`config.mk`:
```
export PLATFORM = sky130hd
export DESIGN_NAME = elastic_buf2
export DESIGN_NICKNAME = d
export VERILOG_FILES = /design/src/rtl/eb2_pkg.sv /design/src/rtl/eb2_ctrl.sv /design/src/rtl/eb2_store.sv /design/src/rtl/elastic_buf2.sv
export SDC_FILE = /design/constraint.sdc
export NUM_CORES = 1
export LEC_CHECK = 0
export ABC_CLOCK_PERIOD_IN_PS = 3300
export BUFFER_PORTS_ARGS = -buffer_cell sky130_fd_sc_hd__clkbuf_2
export CORE_MARGIN = 3
export CORE_UTILIZATION = 47
export CTS_CLUSTER_DIAMETER = 200
export DETAILED_ROUTE_END_ITERATION = 6
export GPL_ROUTABILITY_DRIVEN = 0
export PLACE_DENSITY_LB_ADDON = 0.2
export SLEW_MARGIN = 30
export SYNTH_ARGS = -nofsm -noshare
export SYNTH_HDL_FRONTEND = slang
export SYNTH_HIERARCHICAL = 1
export SYNTH_SLANG_ARGS = --single-unit
export TNS_END_PERCENT = 30
```
`constraint.sdc`:
```
create_clock -name clk -period 3.3 [get_ports clk]
set_clock_uncertainty 0.2 [all_clocks]
set_input_delay 0.99 -clock clk [delete_from_list [all_inputs] [get_ports clk]]
set_output_delay 0.99 -clock clk [all_outputs]
set_load 0.02 [all_outputs]
```
`src/rtl/eb2_pkg.sv`:
```
package eb2_pkg;

    localparam int SLOTS = 2;
    localparam int PTR_W = 1;
    localparam int CNT_W = $clog2(SLOTS + 1);

    typedef logic [PTR_W-1:0] ptr_t;
    typedef logic [CNT_W-1:0] cnt_t;

    typedef enum logic [1:0] {
        CH_IDLE  = 2'd0,
        CH_XFER  = 2'd1,
        CH_RETRY = 2'd2
    } ch_cond_e;

    typedef struct packed {
        ptr_t wr;
        ptr_t rd;
        cnt_t cnt;
    } occ_t;

    function automatic ch_cond_e ch_classify(logic valid, logic stop);
        if (!valid)
            return CH_IDLE;
        else if (stop)
            return CH_RETRY;
        else
            return CH_XFER;
    endfunction

    function automatic ptr_t ptr_next(ptr_t p);
        if (p == ptr_t'(SLOTS - 1))
            return '0;
        else
            return p + ptr_t'(1);
    endfunction

endpackage

```
`src/rtl/eb2_ctrl.sv`:
```
module eb2_ctrl
    import eb2_pkg::*;
(
    input  logic clk,
    input  logic rst,
    input  logic in_valid,
    input  logic out_stop,
    output logic push,
    output logic pop,
    output ptr_t wr_ptr,
    output ptr_t rd_ptr,
    output logic out_valid,
    output logic in_stop
);

    occ_t     st_q;
    occ_t     st_d;
    logic     stop_q;
    ch_cond_e in_cond;
    ch_cond_e out_cond;

    assign out_valid = (st_q.cnt != '0);
    assign in_stop   = stop_q;
    assign wr_ptr    = st_q.wr;
    assign rd_ptr    = st_q.rd;

    always_comb begin
        in_cond  = ch_classify(in_valid, stop_q);
        out_cond = ch_classify(out_valid, out_stop);
        push     = (in_cond == CH_XFER);
        pop      = (out_cond == CH_XFER);
    end

    always_comb begin
        st_d = st_q;
        if (push)
            st_d.wr = ptr_next(st_q.wr);
        if (pop)
            st_d.rd = ptr_next(st_q.rd);
        st_d.cnt = st_q.cnt + cnt_t'(push) - cnt_t'(pop);
    end

    always_ff @(posedge clk) begin
        if (rst) begin
            st_q   <= '0;
            stop_q <= 1'b0;
        end else begin
            st_q   <= st_d;
            stop_q <= (st_d.cnt == cnt_t'(SLOTS));
        end
    end

    AST_NO_OVERFLOW: assert property (@(posedge clk) disable iff (rst)
        st_q.cnt <= cnt_t'(SLOTS)) else $error("occupancy overflow");

    AST_STOP_MATCHES_FULL: assert property (@(posedge clk) disable iff (rst)
        stop_q == (st_q.cnt == cnt_t'(SLOTS))) else $error("stop out of step");

    AST_BLOCKED_HOLDS_STATE: assert property (@(posedge clk) disable iff (rst)
        (stop_q && out_stop) |=> $stable(st_q)) else $error("blocked stage moved");

    AST_RETRY_KEEPS_VALID: assert property (@(posedge clk) disable iff (rst)
        (out_valid && out_stop) |=> out_valid) else $error("retried token vanished");

    AST_PTR_GAP: assert property (@(posedge clk) disable iff (rst)
        (st_q.cnt == cnt_t'(1)) |-> (st_q.wr != st_q.rd)) else $error("pointer gap");

endmodule

```
`src/rtl/eb2_store.sv`:
```
module eb2_store
    import eb2_pkg::*;
#(
    parameter int DATA_W = 32
) (
    input  logic              clk,
    input  logic              push,
    input  ptr_t              wr_ptr,
    input  ptr_t              rd_ptr,
    input  logic [DATA_W-1:0] wr_data,
    output logic [DATA_W-1:0] rd_data
);

    logic [DATA_W-1:0] slot_q [SLOTS];

    for (genvar g = 0; g < SLOTS; g++) begin : g_slot
        always_ff @(posedge clk) begin
            if (push && (wr_ptr == ptr_t'(g)))
                slot_q[g] <= wr_data;
        end
    end

    assign rd_data = slot_q[rd_ptr];

endmodule

```
`src/rtl/elastic_buf2.sv`:
```
module elastic_buf2
    import eb2_pkg::*;
#(
    parameter int DATA_W = 32
) (
    input  logic              clk,
    input  logic              rst,
    input  logic [DATA_W-1:0] in_data,
    input  logic              in_valid,
    output logic              in_stop,
    output logic [DATA_W-1:0] out_data,
    output logic              out_valid,
    input  logic              out_stop
);

    logic push;
    logic pop;
    ptr_t wr_ptr;
    ptr_t rd_ptr;

    eb2_ctrl u_ctrl (
        .clk      (clk),
        .rst      (rst),
        .in_valid (in_valid),
        .out_stop (out_stop),
        .push     (push),
        .pop      (pop),
        .wr_ptr   (wr_ptr),
        .rd_ptr   (rd_ptr),
        .out_valid(out_valid),
        .in_stop  (in_stop)
    );

    eb2_store #(.DATA_W(DATA_W)) u_store (
        .clk    (clk),
        .push   (push),
        .wr_ptr (wr_ptr),
        .rd_ptr (rd_ptr),
        .wr_data(in_data),
        .rd_data(out_data)
    );

    AST_RETRY_DATA_STABLE: assert property (@(posedge clk) disable iff (rst)
        (out_valid && out_stop) |=> $stable(out_data)) else $error("retried data changed");

    AST_FULL_IMPLIES_VALID: assert property (@(posedge clk) disable iff (rst)
        in_stop |-> out_valid) else $error("stop while empty");

    AST_POP_NEEDS_VALID: assert property (@(posedge clk) disable iff (rst)
        pop |-> (out_valid && !out_stop)) else $error("pop without transfer");

endmodule

```
==> results by group <==
Timing
  – Final setup violating endpoints: 0
  – Minimum clock period: 2.94 ns
  – Slew Limit Fails: 0
  – Final hold viol count: 0
  – Setup_tns: 0 ns
  – RSZ-0062 raised after global routing: no
  – Worst-Margin Slew: 0.483 ns
  – Period utilization: 89.0%
  – FMAX: 340 MHz
  – Worst slew margin: 67.8%

Worst hold path
  – Hold WC Path Type: reg2reg

Die
  – Die Wd: 81.5 um
  – Die height: 81.5 um
  – Total core area: 5300 um2
  – Num rows: 26
  – Die footprint: 6640 um2
  – I/O pins: 70
  – Starting Density: 50.5%

Global routing
  – Vias in the first global route: 1424
  – First-pass GRT wire length: 6.76 mm
  – GRT overflow: 0
  – Largest net degree at the start of global routing: 21
  – Met1 usage: 15.8%
  – Total GRT Usage: 14.7%
  – Grt met3 use: 5.59%
  – Grt peak-use layer: met2
  – M2 GR Usage: 24.8%
  – Antenna violations before repair: 0

Clock tree
  – Post-CTS sizing: 0
  – TritonCTS clock tree: done
  – Post-CTS Hold Fix Bufs: 0
  – Worst-path clk slew: 0.06 ns
  – Clock latency on the worst-skew pair: 0.33 ns
  – Post-CTS setup buffers: 0
  – Clock sink count: 69
  – CTS root buf: clkbuf_8
  – CTS Buf Count: 9
  – Max H-tree Level: 3
  – Clock Path Buffers: 2

Pwr
  – Power per cell area: 613 nW/um2
  – LEAKAGE: 1.34 nW
  – VDD IR-drop max: 0.000363 V

Layout
  – Post-route cell area: 3310 um2
  – Layout cells sized above 1: 57.3%
  – Area Overhead vs Synth: 23.6%
  – Nets: 243
  – Number of diodes: 0
  – Non-filler cells, final: 281

Run status
  – Outcome: finished, final reports clean

Placed design
  – Placed Area: 3100 um2
  – Placed instance count: 265
  – HPWL Detailed: 3.11 mm
  – Number of port buffers: 69

Drt
  – Routed len/inst: 15.6 um
  – WL final: 4.38 mm
  – Routed Antenna Nets: 0
  – Initial DRC count: 94
  – Drt drc: 0
  – Via count: 1342
  – Vias/cell: 4.78
  – Drt pass-1 iters: 4

Synth
  – Syn nets: 162
  – Post-synthesis cell count: 125
  – Average cell area after synthesis: 21.4 um2
  – Syn. warnings: 6
  – Mapped cell area: 2680 um2

Critical path
  – Critical Path End Type: primary output
  – Kind of critical path: reg2out
  – Arr. time, crit path: 1.75 ns
  – Startpoint types: register
  – CP Data Required Time: 2.11 ns
  – Worst Path Max Fanout: 20

Run
  – Max_cap viols: 0
## path summary, 6_finish.rpt
path / cells past startpoint / end / start / slack [ns]
min reg2reg: 2 / u_ctrl/wr_ptr$_SDFFE_PP0P_ / u_ctrl/wr_ptr$_SDFFE_PP0P_ / 0.39
max reg2reg: 3 / u_store/slot_q[0][29]$_DFFE_PP_ / u_ctrl/in_stop$_SDFF_PP0_ / 1.71
min: 2 / u_ctrl/wr_ptr$_SDFFE_PP0P_ / u_ctrl/wr_ptr$_SDFFE_PP0P_ / 0.39
max: 3 / out_data[30] / u_ctrl/rd_ptr$_SDFFE_PP0N_ / 0.36
## layout by cell type (no fill, tap or decap), drive strengths merged
cell type / instances
ha: 1
and2: 1
xnor2: 1
nor3: 1
xor2: 1
nand2: 3
buf: 5
mux2: 32
dfxtp: 5
nor2: 4
clkbuf: 83
or3: 1
edfxtp: 64
a21oi: 1
o21ai: 2
inv: 1
bufinv: 2
nor2b: 3
## critical path, stage by stage, from the launching register on
cell,delay (ns)
dfxtp_2,0.63
buf_12,0.26
mux2_2,0.35
clkbuf_2,0.16
## power breakdown
group	leakage (nW)	switching [mW]	internal (mW)
registers	0.642	0.0238	1.02
clock network	0.105	0.275	0.448
logic	0.593	0.140	0.122
## through the flow
| stage | total power, mW | hold slack [ns] | setup WS (ns) | util (%) |
|---|---|---|---|---|
| finish | 2.03 | 0.386 | 0.363 | 62.5 |
| floorplan | 1.24 | 0.265 | 0.547 | - |
| global placement | 1.32 | 0.363 | 0.745 | 58.5 |
| global route | 2.11 | 0.420 | 0.260 | 62.5 |
| detailed placement | 1.33 | 0.371 | 0.701 | 58.5 |
| CTS | 2.06 | 0.388 | 0.317 | 62.5 |
## final cells by class
class / count / area (um2)
clock inverter: 2 / 60.1
multi-input combinational: 51 / 591
fill: 379 / 1990
tap: 70 / 87.6
inverter: 1 / 3.75
sequential: 69 / 2020
clock buffer: 14 / 153
timing repair buffer: 74 / 395
## flip-flops by register name (all words and copies together), names as in the netlist
| name | flops |
|---|---|
| u_store/slot_q | 64 |
| u_ctrl/st_q | 2 |
| u_ctrl/in_stop | 1 |
| u_ctrl/rd_ptr | 1 |
| u_ctrl/wr_ptr | 1 |
## per-layer routing
metal  vias to the layer above  share of wire [%]
met4                         0                1.6
met1                       645                 38
li1                        641                  -
met2                        48                 53
met3                         8                7.3
met5                         -                  0
No activity file was read; power rests on OpenSTA's default activity.
